[src/rtl/bdc_pkg.sv]
package bdc_pkg;

    // Number of bits needed to hold the value v (at least one).
    function automatic int bits_for(input int v);
        int n;
        n = 1;
        for (int k = 0; k < 31; k++) begin
            if ((v >> n) != 0) n++;
        end
        return n;
    endfunction

    // Number of decimal digits of v (at least one).
    function automatic int dec_digits(input int v);
        int n;
        int t;
        n = 1;
        t = v;
        for (int k = 0; k < 10; k++) begin
            if (t >= 10) begin
                t = t / 10;
                n++;
            end
        end
        return n;
    endfunction

    // Converter width in digits: two sum digits plus at least one carry digit.
    function automatic int conv_digits(input int v);
        return (dec_digits(v) < 3) ? 3 : dec_digits(v);
    endfunction

endpackage

[src/rtl/bdc_csa3.sv]
// 3:2 carry-save compressor over a W-bit word.
module bdc_csa3 #(
    parameter int W = 8
) (
    input  logic [W-1:0] in_a,
    input  logic [W-1:0] in_b,
    input  logic [W-1:0] in_c,
    output logic [W-1:0] sum_o,
    output logic [W-1:0] cry_o
);
    logic [W-1:0] maj_d;

    always_comb begin
        sum_o = in_a ^ in_b ^ in_c;
        maj_d = (in_a & in_b) | (in_a & in_c) | (in_b & in_c);
        cry_o = maj_d << 1;
    end
endmodule

[src/rtl/bdc_compress.sv]
// Reduces NUM_OPS binary operands to a redundant sum/carry pair with a CSA chain.
module bdc_compress #(
    parameter int NUM_OPS = 12,
    parameter int OP_W    = 7,
    parameter int W       = 10
) (
    input  logic [NUM_OPS*OP_W-1:0] ops_i,
    output logic [W-1:0]            sum_o,
    output logic [W-1:0]            cry_o
);
    localparam int STG = (NUM_OPS > 1) ? NUM_OPS - 1 : 1;

    logic [W-1:0] opx   [NUM_OPS];
    logic [W-1:0] s_stg [STG];
    logic [W-1:0] c_stg [STG];

    for (genvar i = 0; i < NUM_OPS; i++) begin : g_ext
        assign opx[i] = W'(ops_i[i*OP_W +: OP_W]);
    end

    if (NUM_OPS == 1) begin : g_single
        assign s_stg[0] = opx[0];
        assign c_stg[0] = '0;
    end else begin : g_chain
        for (genvar k = 0; k < STG; k++) begin : g_stage
            if (k == 0) begin : g_head
                assign s_stg[0] = opx[0];
                assign c_stg[0] = opx[1];
            end else begin : g_csa
                bdc_csa3 #(.W(W)) u_csa (
                    .in_a  (s_stg[k-1]),
                    .in_b  (c_stg[k-1]),
                    .in_c  (opx[k+1]),
                    .sum_o (s_stg[k]),
                    .cry_o (c_stg[k])
                );
            end
        end
    end

    assign sum_o = s_stg[STG-1];
    assign cry_o = c_stg[STG-1];
endmodule

[src/rtl/bdc_bin2bcd.sv]
// Shift-and-add-3 binary to BCD converter, fully unrolled.
module bdc_bin2bcd #(
    parameter int BIN_W = 10,
    parameter int DIG   = 3
) (
    input  logic [BIN_W-1:0] bin_i,
    output logic [4*DIG-1:0] bcd_o
);
    localparam int BCD_W = 4 * DIG;

    logic [BCD_W-1:0] acc_d;

    always_comb begin
        acc_d = '0;
        for (int i = BIN_W - 1; i >= 0; i--) begin
            for (int d = 0; d < DIG; d++) begin
                if (acc_d[4*d +: 4] >= 4'd5) acc_d[4*d +: 4] = acc_d[4*d +: 4] + 4'd3;
            end
            acc_d = {acc_d[BCD_W-2:0], bin_i[i]};
        end
        bcd_o = acc_d;
    end
endmodule

[src/rtl/bdc_column.sv]
// One two-digit column: binary reduction, then decimal sum/carry split.
module bdc_column #(
    parameter int  NUM_OPS   = 12,
    parameter int  OP_W      = 7,
    parameter int  OP_MAX    = 81,
    localparam int CARRY_DIG = bdc_pkg::conv_digits(NUM_OPS * OP_MAX) - 2
) (
    input  logic [NUM_OPS*OP_W-1:0] op_vec,
    output logic [7:0]              col_sum,
    output logic [4*CARRY_DIG-1:0]  col_carry
);
    localparam int TOT_MAX  = NUM_OPS * OP_MAX;
    localparam int BIN_W    = bdc_pkg::bits_for(TOT_MAX);
    localparam int CONV_DIG = bdc_pkg::conv_digits(TOT_MAX);

    logic [BIN_W-1:0]      red_s;
    logic [BIN_W-1:0]      red_c;
    logic [BIN_W-1:0]      total_d;
    logic [4*CONV_DIG-1:0] bcd_d;

    bdc_compress #(
        .NUM_OPS (NUM_OPS),
        .OP_W    (OP_W),
        .W       (BIN_W)
    ) u_cmp (
        .ops_i (op_vec),
        .sum_o (red_s),
        .cry_o (red_c)
    );

    always_comb begin
        total_d = red_s + red_c;
    end

    bdc_bin2bcd #(
        .BIN_W (BIN_W),
        .DIG   (CONV_DIG)
    ) u_conv (
        .bin_i (total_d),
        .bcd_o (bcd_d)
    );

    always_comb begin
        col_sum   = bcd_d[7:0];
        col_carry = bcd_d[4*CONV_DIG-1:8];
    end
endmodule

[config.mk]
export PLATFORM = sky130hd
export DESIGN_NAME = bdc_column
export DESIGN_NICKNAME = d
export VERILOG_FILES = /design/src/rtl/bdc_pkg.sv /design/src/rtl/bdc_csa3.sv /design/src/rtl/bdc_compress.sv /design/src/rtl/bdc_bin2bcd.sv /design/src/rtl/bdc_column.sv
export SDC_FILE = /design/constraint.sdc
export NUM_CORES = 1
export LEC_CHECK = 0
export BUFFER_PORTS_ARGS = -buffer_cell sky130_fd_sc_hd__buf_2
export CAP_MARGIN = 20
export CORE_MARGIN = 8
export CORE_UTILIZATION = 49
export DETAILED_ROUTE_END_ITERATION = 10
export GPL_TIMING_DRIVEN = 0
export PLACE_DENSITY = 0.74
export SLEW_MARGIN = 30
export SYNTH_ARGS = -nofsm -noshare
export SYNTH_HDL_FRONTEND = slang
export SYNTH_SLANG_ARGS = --single-unit
[constraint.sdc]
create_clock -name vclk -period 23
set_clock_uncertainty 0.05 [all_clocks]
set_input_delay 4.6 -clock vclk [all_inputs]
set_output_delay 4.6 -clock vclk [all_outputs]
set_load 0.02 [all_outputs]
Yosys cells after proc, flatten, opt, wreduce, memory -nomap -nowiden
Cells that the tools add are included.
- logic and storage cells: 107
- output and inout bits: 12
- bits of input ports: 84
- register bits after elaboration: 0
- $lt $le $gt $ge: 12
- muxes and demuxes: 12
- $add $sub $neg: 13
- bitwise operators: 70
- operators with widths (operator ; count):
    bitwise AND 9 x 7 -> 9 bit ; 17
    bitwise OR 9 bit ; 17
    bitwise XOR 10 x 7 -> 10 bit ; 9
    bitwise XOR 10 bit ; 8
    bitwise AND 9 bit ; 8
    2-to-1 mux 4 bit ; 11
    adder 4 x 2 -> 4 bit, second input constant ; 9
    greater-or-equal comparator 4 x 3 -> 1 bit, second input constant ; 9
    bitwise AND 7 bit ; 3
    bitwise OR 7 bit ; 2
    bitwise XOR 7 bit ; 2
    adder 10 bit ; 1
    bitwise AND 9 x 8 -> 9 bit ; 1
    greater-or-equal comparator 3 bit, second input constant ; 3
    bitwise OR 9 x 8 -> 9 bit ; 1
    adder 3 x 2 -> 4 bit, second input constant ; 2
    bitwise AND 8 x 7 -> 8 bit ; 1
    bitwise XOR 7 x 8 -> 8 bit ; 1
    adder 3 x 2 -> 3 bit, second input constant ; 1
    2-to-1 mux 3 bit ; 1

Longest topological paths before layout
- depth in word-level cells: 45
- gate-level depth with buffers: 54
- gate-level depth less buffers: 52

Cells and area by module
Synthesis repeated with hierarchy kept, for this count alone.
- cells, all modules: 420
- area total of the unflattened synthesis: 4251.6 um2
- by module, submodules not included (module ; cells each ; seq. area each (um2) ; area each (um2) ; instances):
    bdc_csa3 ; 12 ; 0.0 ; 215.2 ; 10
    bdc_bin2bcd ; 248 ; 0.0 ; 1710.4 ; 1
    bdc_column ; 51 ; 0.0 ; 385.4 ; 1
    bdc_compress ; 1 ; 0.0 ; 3.8 ; 1

Worst setup path after synthesis
OpenSTA, ideal clock, no wires.
- path type: input port to output port
- start: in op_vec[1]
- end: out col_sum[4]
- required time: 18.350 ns
- setup slack: 1.118 ns
- path buffers: 2
- stages on the path: 53
- data arrival time: 17.232 ns
- cell sequence: inv_1 fa_1 fa_1 inv_1 fa_1 fa_1 fa_1 inv_1 fa_1 fa_1 fa_1 fa_1 fa_1 inv_1 ha_1 fa_1 a21o_1 a221oi_2 [... 17 more ...] a211o_1 ha_1 inv_1 nor2_1 a21oi_1 a21oi_1 xnor2_1 ha_1 nor2b_1 a21oi_2 or3_1 and2_1 ha_1 nand2b_1 a21boi_1 o21ai_0 a211oi_1 a211oi_1
- word-level cells in the longest chain between the ends: 43
- elaborated cells between the ends (all ways): 91
- those cells by class: 8 x add/sub; 7 x order compare; 7 x mux; 69 x bitwise
- RTL lines (what ; line ; RTL):
    start: declaration ; bdc_column.sv:8 ; input logic [NUM_OPS*OP_W-1:0] op_vec,
    bitwise AND 7 bit or bitwise XOR 7 bit (tied branches) ; bdc_csa3.sv:15, bdc_csa3.sv:14 ;
    bitwise OR 7 bit or bitwise XOR 7 bit (tied branches) ; bdc_csa3.sv:15, bdc_csa3.sv:14 ;
    bitwise OR 7 bit, or another cell as far along ; bdc_csa3.sv:15 ; maj_d = (in_a & in_b) | (in_a & in_c) | (in_b & in_c);
    bitwise AND 9 x 8 -> 9 bit, or another cell as far along ; bdc_csa3.sv:15 ;
    bitwise OR 9 bit, or another cell as far along ; bdc_csa3.sv:15 ;
    bitwise OR 9 x 8 -> 9 bit, or another cell as far along ; bdc_csa3.sv:15 ;
    bitwise AND 9 bit, or another cell as far along ; bdc_csa3.sv:15 ;
    bitwise OR 9 bit, or another cell as far along (2 in a row) ; bdc_csa3.sv:15 ;
    [... 26 more ...] ; -- ;
    adder 4 x 2 -> 4 bit or greater-or-equal comparator 4 x 3 -> 1 bit (tied branches) ; bdc_bin2bcd.sv:17 ; if (acc_d[4*d +: 4] >= 4'd5) acc_d[4*d +: 4] = acc_d[4*d +: 4] + 4'd3;
    2-to-1 mux 4 bit ; bdc_bin2bcd.sv:17 ;
    greater-or-equal comparator 4 x 3 -> 1 bit or adder 4 x 2 -> 4 bit (tied branches) ; bdc_bin2bcd.sv:17 ;
    2-to-1 mux 4 bit ; bdc_bin2bcd.sv:17 ;
    adder 4 x 2 -> 4 bit or greater-or-equal comparator 4 x 3 -> 1 bit (tied branches) ; bdc_bin2bcd.sv:17 ;
    2-to-1 mux 4 bit ; bdc_bin2bcd.sv:17 ;
    adder 4 x 2 -> 4 bit or greater-or-equal comparator 4 x 3 -> 1 bit (tied branches) ; bdc_bin2bcd.sv:17 ;
    2-to-1 mux 4 bit * ; bdc_bin2bcd.sv:17 ;
    end: declaration ; bdc_column.sv:9 ; output logic [7:0] col_sum,
Every way passes the cells marked *; elsewhere a longest branch is shown, timed or not.

Worst setup path after layout
- start: in op_vec[1]
- end: out col_sum[3]
The elaborated chain is that of the path after synthesis.

==> results.cfg <==
[status]
status = complete, no violations

[global_routing]
maximum_number_of_pins_on_one_net_before_global_route_repair = 11
grt_pass1_vias = 3388
antenna_found_initial = 0
grt_overflow = 0
grt_first_pass_wirelength_um = 14100
groute.usage.overall_pct = 14.2

[cells_and_area]
count_of_nets_after_finishing = 733
clock_buffer_count = 0
most-common-layout-cells = buf_2 (97), inv_1 (86), fa_1 (64)
area_growth_syn_to_layout_pct = 18.3
nFlopsAndLatches = 0
drive_above_1_share_pct = 26.8
final_common_cell = buf_2
regArea_sq_um = 0
antenna_cells = 0

[logic_synthesis]
synth.distinct_cells = 74
syn_inst = 438
synth_warnings = 0
synthesis.nets = 632
synthesis.area_per_instance_sq_um = 8.99
synth_seq_area_share_pct = 0
synth_area_sq_um = 3940

[cts]
cts-hold-fix-buffers = 0

[floorplanning]
placeableCoreArea_sq_um = 7770
io-pin-count = 96
design.die.area_sq_um = 11200
cell_rows = 32
floorplan.die.height_um = 106
start_util_pct = 50.7
die_width_um = 106

[setup_path]
slowest_delay_ps = 570
cell_type_of_the_slowest_stage_on_the_worst_timing_path = fa_1
timing_worst_setup_path_type = input port to output port
arrival_ps = 17590
critical_path_peak_fanout = 10
worst_setup_path_start_kind = input port
timing.critical_path.mode_cell = fa_1
worst-endpoint-required_ps = 18350
critical_path.endpoint_type = output port

[detailed_routing]
drt-vias-per-instance = 5.38
detailed_routing_iterations_pass_1 = 4
drt_first_iter_violations = 222
postRouteAntennaNets = 0
route.detailed.drc = 0
totalWireLength_um = 8520
avgRoutedWirePerCell_um = 13.3
dr_total_vias = 3439

[placement]
place.detailed.hpwl_um = 7640
portBuffers = 96
gp_congestion = 0.834

[sta]
grt_setup_unrepaired = false
finalSetupViolations = 0
tightest_slew_ps = 596
min_period_over_period_pct = 96.7
fmaxAchievable_ghz = 0.0450
final-max-slew-violation-count = 0
tns_ps = 0
worst_slew_margin_rel_pct = 60.3
timing.final.crit_period_ps = 22240
timing_hold_violations_final = 0

[hold_path]
worst_min_delay_path_category = input port to output port
min_to = col_sum[0]
timing.hold.worst_path_depth = 3
min-delay-start = op_vec[77]

[flow_run]
max-cap-violations = 0
==> cell type report <==
cell class	instances	area, sq um
multi-input combinational	345	3660
fill	692	3110
timing repair buffer	99	503
inverter	89	337
tap	102	128
buffer	4	27.5
==> cell usage after synthesis, types with 4 or more instances <==
| library cell | n | area share [%] |
|---|---|---|
| inv_1 | 86 | 8.2 |
| fa_1 | 64 | 33 |
| ha_1 | 46 | 15 |
| a21oi_1 | 19 | 2.4 |
| nand2_1 | 18 | 1.7 |
| nand3_1 | 14 | 1.8 |
| nor2_1 | 13 | 1.2 |
| mux2i_1 | 12 | 3.1 |
| o21ai_0 | 11 | 1.4 |
| and2_1 | 8 | 1.3 |
| o211ai_1 | 8 | 1.5 |
| a211oi_1 | 7 | 1.3 |
| o21ai_1 | 7 | 0.89 |
| xnor2_1 | 7 | 1.6 |
| a211o_1 | 6 | 1.3 |
| a21o_1 | 6 | 1.1 |
| mux2_4 | 5 | 1.9 |
| nor3_1 | 5 | 0.64 |
| or3_1 | 5 | 0.79 |
| a22oi_1 | 4 | 0.76 |
| nand2b_1 | 4 | 0.64 |
| nand4_1 | 4 | 0.64 |
| nor2b_1 | 4 | 0.64 |
==> critical path: cells and delay by family <==
kind | cells | cell delay [ps]
AO/OA/AOI/OAI | 14 | 2770
XOR/XNOR | 2 | 360
adder cells (fa/ha/maj) | 17 | 6780
buffers and inverters | 11 | 1140
multiplexers | 1 | 270
AND/OR/NAND/NOR | 10 | 1650
==> metrics by stage <==
step           util (%)  instances  area (sq um)  hold slack (ps)  worst slack, ps
5_1_grt            60.0        639          4660             9540             36.3
6_report           60.0        639          4660             9510              759
4_1_cts            58.5        636          4550             9510             3.63
3_5_place_dp       58.5        636          4550             9500             45.1
3_3_place_gp       58.5        636          4550             9500              276
2_1_floorplan         -        438          3940             9360             1120
==> how the worst max path moves through the flow <==
stage                          from          to
final                     op_vec[1]  col_sum[3]
after CTS                 op_vec[1]  col_sum[4]
after floorplan           op_vec[1]  col_sum[4]
after global placement    op_vec[1]  col_sum[4]
after global routing      op_vec[1]  col_sum[4]
after detailed placement  op_vec[1]  col_sum[4]
==> metal layers <==
metal  track usage [%]  up-vias  part of all wire (%)
met5                 0        -                     0
met3              1.22        0                   3.7
met2              28.7       59                    56
li1                  -     1717                     -
met4                 0        0                     0
met1              16.3     1663                    40
==> what timing repair did <==
action	4_1_cts	5_1_grt
resized for setup	0	20
setup buffers	0	3
endpoints found under the setup margin	0	11
==> cells by family after synthesis <==
logic type	after synthesis	synth area share [%]
AO/OA/AOI/OAI	112	20.9
XOR/XNOR	14	4.07
adder cells (fa/ha/maj)	110	47.2
buffers and inverters	93	9.15
multiplexers	21	6.74
AND/OR/NAND/NOR	88	11.9
Power is left out: the tool's default activity adds up to more than one toggle a clock period on the data nets, which glitch-free logic cannot reach.
